<file path="src/rtl/can_bt_pkg.sv">
package can_bt_pkg;

    // Part of the nominal bit that the current quantum belongs to
    typedef enum logic [1:0] {
        SEG_SYNC = 2'd0,
        SEG_ONE  = 2'd1,
        SEG_TWO  = 2'd2
    } seg_e;

endpackage

</file>
<file path="src/rtl/can_bt_edge.sv">
// Quantum-rate edge detector: flags a recessive-to-dominant transition
// between two consecutive quantum enables.
module can_bt_edge (
    input  logic clk_i,
    input  logic rst_ni,
    input  logic tq_en_i,
    input  logic rx_i,
    output logic fall_o
);

    logic prev_d, prev_q;

    always_comb begin
        prev_d = prev_q;
        if (tq_en_i) begin
            prev_d = rx_i;
        end
    end

    always_ff @(posedge clk_i or negedge rst_ni) begin
        if (!rst_ni) begin
            prev_q <= 1'b1;
        end else begin
            prev_q <= prev_d;
        end
    end

    assign fall_o = tq_en_i & prev_q & ~rx_i;

endmodule

</file>
<file path="src/rtl/can_bt_phase.sv">
// Phase error evaluation: clamps the jump width and derives the
// adjustment for a late edge (first part) and an early edge (second part).
module can_bt_phase #(
    parameter int LIM_W = 5
) (
    input  logic [LIM_W-1:0] idx_i,
    input  logic [LIM_W-1:0] seg2_len_i,
    input  logic [LIM_W-1:0] sjw_len_i,
    output logic [LIM_W-1:0] ext1_o,
    output logic [LIM_W-1:0] lim2_new_o,
    output logic             restart_o
);

    logic [LIM_W-1:0] sjw_eff;
    logic [LIM_W-1:0] late_err;
    logic [LIM_W-1:0] early_err;

    always_comb begin
        // jump width never exceeds the second phase part
        sjw_eff    = (sjw_len_i > seg2_len_i) ? seg2_len_i : sjw_len_i;
        // late edge: error counts quanta of the first part up to the edge
        late_err   = idx_i + LIM_W'(1);
        ext1_o     = (late_err > sjw_eff) ? sjw_eff : late_err;
        // early edge: error counts the quanta left until the next bit
        early_err  = seg2_len_i - idx_i;
        restart_o  = (early_err <= sjw_eff);
        lim2_new_o = seg2_len_i - sjw_eff;
    end

endmodule

</file>
<file path="src/rtl/can_bt_seq.sv">
// Quantum sequencer: walks sync / first part / second part, applies
// hard synchronization and single per-bit resynchronization.
module can_bt_seq
    import can_bt_pkg::*;
#(
    parameter int LIM_W = 5
) (
    input  logic             clk_i,
    input  logic             rst_ni,
    input  logic             tq_en_i,
    input  logic             rx_i,
    input  logic             idle_i,
    input  logic             fall_i,
    input  logic [LIM_W-1:0] seg1_len_i,
    input  logic [LIM_W-1:0] seg2_len_i,
    input  logic [LIM_W-1:0] sjw_len_i,
    output logic             rx_bit_o,
    output logic             sample_o,
    output logic             tx_o
);

    typedef struct packed {
        seg_e             seg;
        logic [LIM_W-1:0] idx;
        logic [LIM_W-1:0] lim1;
        logic [LIM_W-1:0] lim2;
        logic             done;
        logic             bit_v;
        logic             smp;
        logic             txs;
    } st_t;

    st_t st_d, st_q;

    logic [LIM_W-1:0] ext1;
    logic [LIM_W-1:0] lim2_new;
    logic             restart;
    logic             resync;
    logic [LIM_W-1:0] lim1_now;
    logic [LIM_W-1:0] lim2_now;
    logic [LIM_W-1:0] idx_inc;

    can_bt_phase #(
        .LIM_W (LIM_W)
    ) u_phase (
        .idx_i      (st_q.idx),
        .seg2_len_i (seg2_len_i),
        .sjw_len_i  (sjw_len_i),
        .ext1_o     (ext1),
        .lim2_new_o (lim2_new),
        .restart_o  (restart)
    );

    always_comb begin
        st_d     = st_q;
        st_d.smp = 1'b0;
        st_d.txs = 1'b0;
        resync   = fall_i & ~st_q.done;
        lim1_now = resync ? (seg1_len_i + ext1) : st_q.lim1;
        lim2_now = resync ? lim2_new : st_q.lim2;
        idx_inc  = st_q.idx + LIM_W'(1);

        if (tq_en_i) begin
            if (fall_i && idle_i) begin
                // hard synchronization: next quantum opens the first part
                st_d.seg  = SEG_ONE;
                st_d.idx  = '0;
                st_d.lim1 = seg1_len_i;
                st_d.lim2 = seg2_len_i;
                st_d.done = 1'b1;
            end else begin
                case (st_q.seg)
                    SEG_SYNC: begin
                        st_d.seg  = SEG_ONE;
                        st_d.idx  = '0;
                        st_d.lim1 = seg1_len_i;
                        st_d.lim2 = seg2_len_i;
                        // edge inside sync: zero error, only consumes the event
                        st_d.done = fall_i;
                    end
                    SEG_ONE: begin
                        if (resync) begin
                            st_d.done = 1'b1;
                            st_d.lim1 = lim1_now;
                        end
                        if (idx_inc >= lim1_now) begin
                            st_d.seg   = SEG_TWO;
                            st_d.idx   = '0;
                            st_d.smp   = 1'b1;
                            st_d.bit_v = rx_i;
                        end else begin
                            st_d.idx = idx_inc;
                        end
                    end
                    SEG_TWO: begin
                        if (resync && restart) begin
                            // early edge fully absorbed: edge quantum acts as sync
                            st_d.seg  = SEG_ONE;
                            st_d.idx  = '0;
                            st_d.lim1 = seg1_len_i;
                            st_d.lim2 = seg2_len_i;
                            st_d.done = 1'b1;
                            st_d.txs  = 1'b1;
                        end else begin
                            if (resync) begin
                                st_d.done = 1'b1;
                                st_d.lim2 = lim2_now;
                            end
                            if (idx_inc >= lim2_now) begin
                                st_d.seg  = SEG_SYNC;
                                st_d.idx  = '0;
                                st_d.done = 1'b0;
                                st_d.txs  = 1'b1;
                            end else begin
                                st_d.idx = idx_inc;
                            end
                        end
                    end
                    default: begin
                        st_d.seg = SEG_SYNC;
                        st_d.idx = '0;
                    end
                endcase
            end
        end
    end

    always_ff @(posedge clk_i or negedge rst_ni) begin
        if (!rst_ni) begin
            st_q.seg   <= SEG_SYNC;
            st_q.idx   <= '0;
            st_q.lim1  <= '0;
            st_q.lim2  <= '0;
            st_q.done  <= 1'b0;
            st_q.bit_v <= 1'b1;
            st_q.smp   <= 1'b0;
            st_q.txs   <= 1'b0;
        end else begin
            st_q <= st_d;
        end
    end

    assign rx_bit_o = st_q.bit_v;
    assign sample_o = st_q.smp;
    assign tx_o     = st_q.txs;

endmodule

</file>
<file path="src/rtl/can_bit_timing.sv">
module can_bit_timing #(
    parameter int SEG1_W = 4,
    parameter int SEG2_W = 3,
    parameter int SJW_W  = 2
) (
    input  logic              clk_i,
    input  logic              rst_ni,
    input  logic              tq_en_i,
    input  logic              rx_i,
    input  logic              idle_i,
    input  logic [SEG1_W-1:0] seg1_cfg_i,
    input  logic [SEG2_W-1:0] seg2_cfg_i,
    input  logic [SJW_W-1:0]  sjw_cfg_i,
    output logic              rx_bit_o,
    output logic              sample_o,
    output logic              tx_o
);

    // wide enough for the longest first part plus the largest extension
    localparam int LIM_W = $clog2((1 << SEG1_W) + (1 << SJW_W) + 1);

    logic             fall;
    logic [LIM_W-1:0] seg1_len;
    logic [LIM_W-1:0] seg2_len;
    logic [LIM_W-1:0] sjw_len;

    assign seg1_len = LIM_W'(seg1_cfg_i) + LIM_W'(1);
    assign seg2_len = LIM_W'(seg2_cfg_i) + LIM_W'(1);
    assign sjw_len  = LIM_W'(sjw_cfg_i)  + LIM_W'(1);

    can_bt_edge u_edge (
        .clk_i   (clk_i),
        .rst_ni  (rst_ni),
        .tq_en_i (tq_en_i),
        .rx_i    (rx_i),
        .fall_o  (fall)
    );

    can_bt_seq #(
        .LIM_W (LIM_W)
    ) u_seq (
        .clk_i      (clk_i),
        .rst_ni     (rst_ni),
        .tq_en_i    (tq_en_i),
        .rx_i       (rx_i),
        .idle_i     (idle_i),
        .fall_i     (fall),
        .seg1_len_i (seg1_len),
        .seg2_len_i (seg2_len),
        .sjw_len_i  (sjw_len),
        .rx_bit_o   (rx_bit_o),
        .sample_o   (sample_o),
        .tx_o       (tx_o)
    );

endmodule

</file>
<file path="config.mk">
export PLATFORM = sky130hd
export DESIGN_NAME = can_bit_timing
export DESIGN_NICKNAME = d
export VERILOG_FILES = /design/src/rtl/can_bt_pkg.sv /design/src/rtl/can_bt_edge.sv /design/src/rtl/can_bt_phase.sv /design/src/rtl/can_bt_seq.sv /design/src/rtl/can_bit_timing.sv
export SDC_FILE = /design/constraint.sdc
export NUM_CORES = 1
export LEC_CHECK = 0
export ABC_CLOCK_PERIOD_IN_PS = 8600
export BUFFER_PORTS_ARGS = -buffer_cell sky130_fd_sc_hd__buf_2
export CORE_MARGIN = 1.5
export CORE_UTILIZATION = 30
export CTS_CLUSTER_DIAMETER = 150
export DETAILED_ROUTE_END_ITERATION = 7
export PLACE_DENSITY = 0.43
export SETUP_SLACK_MARGIN = 0.4
export SYNTH_ARGS = -nofsm -noshare
export SYNTH_HDL_FRONTEND = slang
export SYNTH_HIERARCHICAL = 1
export SYNTH_SLANG_ARGS = --single-unit
</file>
<file path="constraint.sdc">
create_clock -name clk_i -period 8.6 [get_ports clk_i]
set_input_delay 1.29 -clock clk_i [delete_from_list [all_inputs] [get_ports clk_i]]
set_output_delay 1.29 -clock clk_i [all_outputs]
set_load 0.05 [all_outputs]
</file>
==> results.json, run 1 <==
{
  "post_synth_main_area_contributors": "sky130_fd_sc_hd__ha_1 22%, sky130_fd_sc_hd__dfrtp_1 19%, sky130_fd_sc_hd__mux2i_1 6.4%",
  "critPathLaunchType": "input port",
  "detail_route.wirelength.met1_um": 3054,
  "max-slew-margin-rel": 0.5152,
  "die_w_um": 97.14,
  "yosysWarnings": 6,
  "hold_path.startpoint": "u_seq/st_q[12]",
  "ffs_w_async_s_r_synth": 1.000,
  "critical-path-top-delay-family": "compound AO/OA/AOI/OAI gates",
  "grt_overflow": 0,
  "run_status": "complete, no violations",
  "worst_path_most_repeated_cell": "sky130_fd_sc_hd__ha_1",
  "totalPowerFinal_mw": 0.7576,
  "detailroute.wirelength.met2_um": 2908,
  "total_die_area_um2": 9436,
  "final_weighted_congestion_in_routability_driven_placement": 0.7513,
  "sequential_cell_area_um2": 553.0,
  "rows": 34,
  "cts_htree_levels": 1,
  "post_route_core_utilization": 0.3422,
  "post_synth_top_cells": "46 x sky130_fd_sc_hd__ha_1, 35 x sky130_fd_sc_hd__inv_1, 20 x sky130_fd_sc_hd__a21oi_1, 20 x sky130_fd_sc_hd__dfrtp_1",
  "ant_nets": 0,
  "synth_largest_type_area_fraction": 0.2165,
  "cp_data_required_time_ns": 8.80,
  "core_area_um2": 8636,
  "period_share": 0.8085,
  "max_cap_violations": 0,
  "layout.filler_cells": 899,
  "io_buffers": 16,
  "worst-slew-pin-transition_ns": 0.7069,
  "regToRegStartpoint": "u_seq/st_q[14]",
  "critical-path-slowest-cell": "sky130_fd_sc_hd__mux2i_1",
  "hold_path.class": "reg2reg",
  "root_buffer": "sky130_fd_sc_hd__clkbuf_8",
  "power_density_nw_per_um2": 256.4,
  "setup_tns_ns": 0,
  "num_vias": 2037,
  "placed_area_um2": 2884,
  "critical_path.max_stage_delay_ns": 0.66,
  "critical_path_peak_fanout": 5,
  "hold-worst-slack_ns": 0.4830,
  "grtUsageTotal": 0.1379,
  "report.final.slew_viol_count": 0,
  "io-pin-count": 17,
  "layout_setup_ws_ns": 1.647,
  "worstSkewPairLatency_ns": 0.27,
  "grt_setup_unrepaired": "false",
  "wl_per_cell_um": 14.21,
  "finalWorstPathRequiredPeriod_ns": 6.953,
  "routed-wl-met3_um": 85,
  "finished_layout_cell_area_um2": 2955,
  "insertedDiodeCount": 0,
  "yosysMostFrequentCell": "sky130_fd_sc_hd__ha_1",
  "area_of_combinational_cells_with_multiple_inputs_um2": 1981,
  "drt_iter0_markers": 59,
  "criticalPathCategory": "in2reg",
  "setup.worst_path.end_class": "flip-flop",
  "cp.arrival_ns": 7.15,
  "vdd_ir_drop_max_mv": 0.1070,
  "synthToLayoutAreaGrowth_pct": 11.15,
  "hold_buffers": 0,
  "pre_cts_ws_ns": 1.314,
  "postSynthRegisterBits": 22,
  "drt-total-wl_um": 6084,
  "chipHeight_um": 97.14,
  "hpwlAfterDp_um": 4898,
  "detail_route.drc_violations": 0,
  "initial_standard_cell_utilization_of_the_core": 0.3079,
  "drive_above_1_share": 0.1344,
  "number_of_global_route_vias_before_repair": 2086,
  "finalClockSkew_ns": 0.001609,
  "count_of_endpoints_failing_hold_in_the_final_timing_report": 0,
  "yosys.cell_types.count": 53,
  "max_freq_ghz": 0.1438,
  "finalNetCount": 384,
  "total_leakage_power_nw": 1.498,
  "synth-seq-area-share": 0.2080,
  "rr_worst_depth": 21,
  "setup_viol_count_final": 0,
  "synth_edf_count": 0,
  "buffers_inserted_during_post_cts_setup_optimization": 0,
  "holdPathEnd": "u_seq/st_q[12]",
  "viasPerCell": 4.759,
  "synth_top_cell_by_area": "sky130_fd_sc_hd__ha_1",
  "final_cell_count_without_fillers": 428,
  "syn_area_um2": 2659,
  "grt_antenna_before_repair": 0,
  "postSynth.topFlopCell": "sky130_fd_sc_hd__dfrtp_1",
  "path_buf_inv": 3,
  "synth_area_per_cell_um2": 9.044,
  "regToRegSetupSlack_ns": 3.86,
  "placed_cells_incl_taps": 424,
  "rr_endpoint": "u_seq/rx_bit_o",
  "maximum_number_of_pins_on_one_net_before_global_route_repair": 23,
  "post_cts_resize_count": 0,
  "postSynthCellCount": 294,
  "tritoncts": "done",
  "drt_first_pass_iters": 4,
  "cts_inserted_buffers": 3,
  "clock_tree.buffer_depth": 2,
  "whs_path_depth": 2,
  "cts_clock_pin_slew_for_the_worst_setup_and_hold_paths_ns": 0.09,
  "grt_first_pass_wirelength_um": 10540,
  "clock_sinks": 22,
  "highest-signal-layer": "met4"
}
[sequential cells by signal, indices dropped and copies added (netlist names)]
| name | flops |
|---|---|
| u_seq/st_q | 18 |
| u_seq/rx_bit_o | 1 |
| u_seq/sample_o | 1 |
| u_seq/tx_o | 1 |
| u_edge/prev_q | 1 |
[layout by cell type (no fill, tap or decap), types with 4 or more instances in the layout]
cell type and count:
sky130_fd_sc_hd__mux2_2 5, sky130_fd_sc_hd__ha_1 46, sky130_fd_sc_hd__inv_1 35, sky130_fd_sc_hd__dfrtp_1 20
sky130_fd_sc_hd__xnor2_1 12, sky130_fd_sc_hd__o21a_1 6, sky130_fd_sc_hd__xor2_1 9, sky130_fd_sc_hd__o21ai_1 9
sky130_fd_sc_hd__nor2_1 15, sky130_fd_sc_hd__buf_2 16, sky130_fd_sc_hd__nor2b_1 5, sky130_fd_sc_hd__o21ai_0 5
sky130_fd_sc_hd__a21o_1 8, sky130_fd_sc_hd__nand2_1 17, sky130_fd_sc_hd__mux2i_1 17, sky130_fd_sc_hd__nand3_1 10
sky130_fd_sc_hd__a21oi_1 20, sky130_fd_sc_hd__nand2b_1 4, sky130_fd_sc_hd__conb_1 10, sky130_fd_sc_hd__o2bb2ai_1 4
[worst reg2reg max path: cells and delay by family, from the launching register on]
kind,cells,cell delay [ns]
multiplexers,2,0.57
XOR/XNOR,2,0.31
flip-flops,1,0.62
AO/OA/AOI/OAI,6,1.12
adder cells (fa/ha/maj),5,1.38
AND/OR/NAND/NOR,4,0.54
buffers and inverters,2,0.11
[how the worst max path moves through the flow]
stage | from | end | slack (ns) | cells past startpoint
3_5_place_dp | seg2_cfg_i[0] | u_seq/rx_bit_o | 1.31 | 27
4_1_cts | seg2_cfg_i[0] | u_seq/rx_bit_o | 1.62 | 27
6_report | seg2_cfg_i[0] | u_seq/rx_bit_o | 1.65 | 27
5_1_grt | seg2_cfg_i[0] | u_seq/rx_bit_o | 1.08 | 26
2_1_floorplan | seg2_cfg_i[0] | u_seq/rx_bit_o | 2.28 | 26
3_3_place_gp | seg2_cfg_i[0] | u_seq/rx_bit_o | 1.62 | 27
[layer usage]
metal,up-vias,track usage
met3,2,0.01295
met5,-,0
li1,1079,-
met2,11,0.2383
met4,0,0.03344
met1,945,0.1848
[area by class of cell]
type | count | share of cell area
Multi-Input combinational cell | 242 | 0.6702
Sequential cell | 22 | 0.1871
Inverter | 36 | 0.04572
Tap cell | 108 | 0.04572
Timing Repair Buffer | 16 | 0.02710
Clock buffer | 3 | 0.01397
Clock inverter | 1 | 0.01016
[cells by family after synthesis]
family,share of synthesized area
AO/OA/AOI/OAI,0.1911
XOR/XNOR,0.06918
adder cells (fa/ha/maj),0.2391
buffers and inverters,0.05976
flip-flops,0.2080
multiplexers,0.1035
other,0.001410
AND/OR/NAND/NOR,0.1280
[report_power, final]
| group | switching [mW] | total (mW) | internal (mW) |
|---|---|---|---|
| Clock | 0.0370 | 0.0993 | 0.0622 |
| Sequential | 0.0325 | 0.176 | 0.143 |
| Combinational | 0.271 | 0.483 | 0.212 |
No activity file was read; power rests on OpenSTA's default activity.
==> inputs of run 2 (changes only) <==
--- a/config.mk
+++ b/config.mk
@@ -5,7 +5,7 @@
 export SDC_FILE = /design/constraint.sdc
 export NUM_CORES = 1
 export LEC_CHECK = 0
-export ABC_CLOCK_PERIOD_IN_PS = 8600
+export ABC_CLOCK_PERIOD_IN_PS = 7230
 export BUFFER_PORTS_ARGS = -buffer_cell sky130_fd_sc_hd__buf_2
 export CORE_MARGIN = 1.5
 export CORE_UTILIZATION = 30
==> constraint.sdc (replaced) <==
create_clock -name clk_i -period 7.23 [get_ports clk_i]
set_input_delay 1.0845 -clock clk_i [delete_from_list [all_inputs] [get_ports clk_i]]
set_output_delay 1.0845 -clock clk_i [all_outputs]
set_load 0.05 [all_outputs]
==> results.json, run 2 (same netlist as run 1, synthesis figures left out) <==
{
  "drt-total-wl_um": 5993,
  "viasPerCell": 4.641,
  "num_vias": 2005,
  "buffers_inserted_during_post_cts_setup_optimization": 0,
  "max_cap_violations": 0,
  "critical_path.max_stage_delay_ns": 0.39,
  "layout.filler_cells": 913,
  "vdd_ir_drop_max_mv": 0.1203,
  "critical-path-slowest-cell": "sky130_fd_sc_hd__xor2_1",
  "grtUsageTotal": 0.1366,
  "core_area_um2": 8636,
  "setup_viol_count_final": 0,
  "grt_antenna_before_repair": 0,
  "hpwlAfterDp_um": 4934,
  "critical-path-top-delay-family": "adder cells",
  "drt_first_pass_iters": 4,
  "rows": 34,
  "grt_overflow": 0,
  "hold_buffers": 0,
  "die_w_um": 97.14,
  "power_density_nw_per_um2": 301.0,
  "worst_path_most_repeated_cell": "sky130_fd_sc_hd__ha_1",
  "initial_standard_cell_utilization_of_the_core": 0.3079,
  "mostFrequentLayoutCells": "46 x sky130_fd_sc_hd__ha_1, 35 x sky130_fd_sc_hd__inv_1, 20 x sky130_fd_sc_hd__a21oi_1, 20 x sky130_fd_sc_hd__dfrtp_1",
  "finalNetCount": 388,
  "ant_nets": 0,
  "chipHeight_um": 97.14,
  "hold_path.class": "reg2reg",
  "clock_sinks": 22,
  "cts_clock_pin_slew_for_the_worst_setup_and_hold_paths_ns": 0.09,
  "hold-worst-slack_ns": 0.4808,
  "finalClockSkew_ns": 0.004676,
  "root_buffer": "sky130_fd_sc_hd__clkbuf_8",
  "cts_htree_levels": 1,
  "worstSkewPairLatency_ns": 0.26,
  "post_route_core_utilization": 0.3457,
  "drt_iter0_markers": 74,
  "run_status": "complete, no violations",
  "total_die_area_um2": 9436,
  "rr_endpoint": "u_seq/rx_bit_o",
  "synthToLayoutAreaGrowth_pct": 12.28,
  "io-pin-count": 17,
  "wl_per_cell_um": 13.87,
  "largest-register": "u_seq/st_q",
  "drive_above_1_share": 0.1451,
  "crit_path_launch": "seg2_cfg_i[0]",
  "cp_data_required_time_ns": 7.43,
  "layout.cells.most_common": "sky130_fd_sc_hd__ha_1",
  "regToRegStartpoint": "u_seq/st_q[14]",
  "finalWorstPathRequiredPeriod_ns": 6.291,
  "cp.arrival_ns": 6.49,
  "count_of_endpoints_failing_hold_in_the_final_timing_report": 0,
  "insertedDiodeCount": 0,
  "period_share": 0.8702,
  "grt_first_pass_wirelength_um": 10480,
  "worst-slew-pin-transition_ns": 0.5221,
  "criticalPathCategory": "in2reg",
  "critPathLaunchType": "input port",
  "setup.worst_path.end_class": "flip-flop",
  "tritoncts": "done",
  "rr_worst_depth": 21,
  "critical_path_peak_fanout": 5,
  "pre_cts_ws_ns": 0.6348,
  "report.final.slew_viol_count": 0,
  "maximum_number_of_pins_on_one_net_before_global_route_repair": 23,
  "crit_end": "u_seq/rx_bit_o",
  "layout_setup_ws_ns": 0.9386,
  "clock_tree.buffer_depth": 2,
  "post_cts_resize_count": 0,
  "final_weighted_congestion_in_routability_driven_placement": 0.7197,
  "number_of_global_route_vias_before_repair": 2115,
  "detail_route.drc_violations": 0,
  "grt_setup_unrepaired": "false",
  "setup_tns_ns": 0,
  "total_leakage_power_nw": 1.517,
  "largest_register_ff_count": 18,
  "path_buf_inv": 4,
  "io_buffers": 16,
  "max_freq_ghz": 0.1589,
  "timing.critical_path.depth": 27,
  "regToRegSetupSlack_ns": 2.51,
  "max-slew-margin-rel": 0.6520,
  "cts_inserted_buffers": 3
}
run 2: cell count changes in the layout (fill, tap and decap cells not counted):
| cell | delta |
|---|---|
| sky130_fd_sc_hd__buf_4 | +4 |
run 2: worst reg2reg max path, delay by kind of cell (launching register included):
kind                       cells  cell delay (ns)
AOI/OAI and AO/OA              6             1.13
xor gates and xnor gates       2             0.32
adders and majority gates      5             1.38
buffers and inverters          2             0.12
DFF                            1             0.61
muxes                          2             0.57
and+or+nand+nor                4             0.53
run 2: per-layer routing:
metal / part of all wire / wire length (µm) / up-vias / global-route usage
met3: 0.014 / 81 / 2 / 0.01151
met1: 0.50 / 2993 / 903 / 0.1849
met2: 0.48 / 2880 / 12 / 0.2345
li1: - / - / 1088 / -
met5: 0 / 0 / - / 0
met4: 0.0063 / 38 / 0 / 0.03456
run 2: worst min-delay path by stage:
stage | slack (ns) | end | cells after the start | from
final | 0.48 | u_seq/st_q[12] | 2 | u_seq/st_q[12]
after global routing | 0.51 | u_seq/st_q[9] | 2 | u_seq/st_q[9]
after CTS | 0.49 | u_seq/st_q[12] | 2 | u_seq/st_q[12]
after global placement | 0.46 | u_seq/st_q[12] | 2 | u_seq/st_q[12]
after detailed placement | 0.46 | u_seq/st_q[12] | 2 | u_seq/st_q[12]
after floorplan | 0.44 | u_seq/st_q[12] | 2 | u_seq/st_q[12]
run 2: cell type report:
class	count	area, µm²	area share
multi-input cells	242	1981	0.6635
flip-flops and latches	22	553.0	0.1852
inverters	36	135.1	0.04526
well taps	108	135.1	0.04526
repair buffers	20	110.1	0.03688
clock buffers	3	41.29	0.01383
clock inverters	1	30.03	0.01006
run 2: per-stage QoR:
| step | total power [mW] | cell area, µm² | cells |
|---|---|---|---|
| CTS | 0.9123 | 2985 | 432 |
| finish | 0.8986 | 2985 | 432 |
| global route | 1.007 | 2985 | 432 |
| global placement | 0.7916 | 2914 | 428 |
| floorplan | 0.6595 | 2693 | 303 |
| detailed placement | 0.7888 | 2914 | 428 |
run 2: where the power goes:
part | switching (mW) | internal, mW
logic | 0.318 | 0.256
clock network | 0.0426 | 0.0740
registers | 0.0379 | 0.170
==> inputs of run 3 (changes only) <==
--- a/config.mk
+++ b/config.mk
@@ -5,7 +5,7 @@
 export SDC_FILE = /design/constraint.sdc
 export NUM_CORES = 1
 export LEC_CHECK = 0
-export ABC_CLOCK_PERIOD_IN_PS = 7230
+export ABC_CLOCK_PERIOD_IN_PS = 6300
 export BUFFER_PORTS_ARGS = -buffer_cell sky130_fd_sc_hd__buf_2
 export CORE_MARGIN = 1.5
 export CORE_UTILIZATION = 30
==> constraint.sdc (replaced) <==
create_clock -name clk_i -period 6.3 [get_ports clk_i]
set_input_delay 0.945 -clock clk_i [delete_from_list [all_inputs] [get_ports clk_i]]
set_output_delay 0.945 -clock clk_i [all_outputs]
set_load 0.05 [all_outputs]
==> results.json, run 3 (same netlist as run 1, synthesis figures left out) <==
{
  "drt_iter0_markers": 31,
  "root_buffer": "sky130_fd_sc_hd__clkbuf_8",
  "core_area_um2": 8636,
  "period_share": 0.8936,
  "max-slew-margin-rel": 0.5926,
  "count_of_endpoints_failing_hold_in_the_final_timing_report": 0,
  "max_freq_ghz": 0.1776,
  "cts_inserted_buffers": 3,
  "hold-worst-slack_ns": 0.4775,
  "largest-register": "u_seq/st_q",
  "vdd_ir_drop_max_mv": 0.2193,
  "setup_viol_count_final": 0,
  "max_cap_violations": 0,
  "total_leakage_power_nw": 1.533,
  "finalClockSkew_ns": 0.003985,
  "viasPerCell": 4.798,
  "worstSkewPairLatency_ns": 0.26,
  "cts_clock_pin_slew_for_the_worst_setup_and_hold_paths_ns": 0.08,
  "cp_data_required_time_ns": 6.50,
  "finalWorstPathRequiredPeriod_ns": 5.630,
  "io-pin-count": 17,
  "cts_htree_levels": 1,
  "grt_overflow": 0,
  "report.final.slew_viol_count": 0,
  "drt_first_pass_iters": 4,
  "hold_path.class": "reg2reg",
  "grt_antenna_before_repair": 0,
  "total_die_area_um2": 9436,
  "tritoncts": "done",
  "num_vias": 2092,
  "hpwlAfterDp_um": 5158,
  "chipHeight_um": 97.14,
  "ant_nets": 0,
  "final_weighted_congestion_in_routability_driven_placement": 0.7439,
  "largest_register_ff_count": 18,
  "critical_path_peak_fanout": 5,
  "setup_tns_ns": 0,
  "drt-total-wl_um": 6369,
  "critPathLaunchType": "input port",
  "synthToLayoutAreaGrowth_pct": 16.24,
  "cp.arrival_ns": 5.83,
  "die_w_um": 97.14,
  "setup.worst_path.end_class": "flip-flop",
  "maximum_number_of_pins_on_one_net_before_global_route_repair": 23,
  "grt_first_pass_wirelength_um": 10920,
  "run_status": "complete, no violations",
  "grtUsageTotal": 0.1420,
  "rows": 34,
  "grt_setup_unrepaired": "false",
  "insertedDiodeCount": 0,
  "initial_standard_cell_utilization_of_the_core": 0.3079,
  "hold_buffers": 0,
  "clock_tree.buffer_depth": 2,
  "io_buffers": 16,
  "clock_sinks": 22,
  "layout.cells.most_common": "sky130_fd_sc_hd__ha_1",
  "worst-slew-pin-transition_ns": 0.6092,
  "mostFrequentLayoutCells": "45 x sky130_fd_sc_hd__ha_1, 35 x sky130_fd_sc_hd__inv_1, 20 x sky130_fd_sc_hd__dfrtp_1",
  "wl_per_cell_um": 14.61,
  "criticalPathCategory": "in2reg",
  "number_of_global_route_vias_before_repair": 2219,
  "power_density_nw_per_um2": 343.6,
  "drive_above_1_share": 0.1829,
  "finalNetCount": 392,
  "detail_route.drc_violations": 0
}
==> run 3: stage by stage <==
| step | setup slack [ns] | util | total power, mW | area [µm²] | std cells |
|---|---|---|---|---|---|
| after floorplan | 0.4418 | - | 0.7584 | 2704 | 303 |
| final | 0.6703 | 0.3579 | 1.062 | 3090 | 436 |
| after global placement | 0.2948 | 0.3414 | 0.9179 | 2948 | 431 |
| after detailed placement | 0.1884 | 0.3414 | 0.9231 | 2948 | 431 |
| after global routing | 0.3707 | 0.3579 | 1.177 | 3090 | 436 |
| after CTS | 0.4760 | 0.3477 | 1.035 | 3003 | 435 |
==> run 3: final timing paths <==
check / cells after the start / slack (ns) / endpoint / start
hold reg to reg: 2 / 0.48 / u_seq/st_q[12] / u_seq/st_q[12]
setup reg to reg: 20 / 1.77 / u_seq/rx_bit_o / u_seq/st_q[14]
setup / recovery: 25 / 0.67 / u_seq/rx_bit_o / seg2_cfg_i[0]
min in group asynchronous: 1 / 0.64 / u_seq/st_q[10] / rst_ni
hold / removal: 2 / 0.48 / u_seq/st_q[12] / u_seq/st_q[12]
max in group asynchronous: 1 / 5.29 / u_edge/prev_q / rst_ni
==> run 3: layout make-up <==
cell class	instances	area, µm²
inverter	36	135.1
fill	911	5545
timing repair buffer	24	140.1
tap	108	135.1
sequential	22	553.0
multi-input combinational	242	2072
clock buffer	4	55.05
==> run 3: critical path: stages <==
cell,delay (ns)
sky130_fd_sc_hd__buf_2,0.11
sky130_fd_sc_hd__ha_1,0.28
sky130_fd_sc_hd__inv_1,0.09
sky130_fd_sc_hd__ha_1,0.34
sky130_fd_sc_hd__nand4_4,0.15
sky130_fd_sc_hd__o221ai_4,0.26
sky130_fd_sc_hd__o21ai_4,0.13
sky130_fd_sc_hd__mux2i_2,0.18
sky130_fd_sc_hd__ha_1,0.29
sky130_fd_sc_hd__nor2b_1,0.11
sky130_fd_sc_hd__o21ai_0,0.08
sky130_fd_sc_hd__a21oi_1,0.16
sky130_fd_sc_hd__a2bb2oi_2,0.25
sky130_fd_sc_hd__mux2i_2,0.27
sky130_fd_sc_hd__ha_1,0.27
sky130_fd_sc_hd__a21o_1,0.20
sky130_fd_sc_hd__a21oi_2,0.16
sky130_fd_sc_hd__xnor2_1,0.19
sky130_fd_sc_hd__a21oi_1,0.12
sky130_fd_sc_hd__ha_1,0.31
sky130_fd_sc_hd__a21o_1,0.20
sky130_fd_sc_hd__a21oi_1,0.19
sky130_fd_sc_hd__o21a_4,0.21
sky130_fd_sc_hd__nor2_4,0.05
sky130_fd_sc_hd__mux2_1,0.30
==> run 3: per-layer routing <==
layer	up-vias	wire length (µm)	GRT usage	share of wire
li1	1102	-	-	-
met3	6	72	0.01007	0.011
met4	0	106	0.04236	0.017
met1	972	3078	0.1830	0.48
met2	12	3113	0.2528	0.49
met5	-	0	0	0
==> run 3: what timing repair did <==
action / in CTS / in global routing
endpoints found under the hold margin: 0 / 0
setup endpoints to repair: 0 / 8
gates resized for setup: 0 / 13
buffers inserted: 0 / 1
==> run 3: power by group <==
| group | switching (mW) | total, mW | leakage, nW | internal, mW |
|---|---|---|---|---|
| clock network | 0.0479 | 0.104 | 0.0288 | 0.0557 |
| registers | 0.0448 | 0.240 | 0.275 | 0.195 |
| logic | 0.398 | 0.718 | 1.23 | 0.320 |
| total | 0.490 | 1.06 | 1.53 | 0.571 |
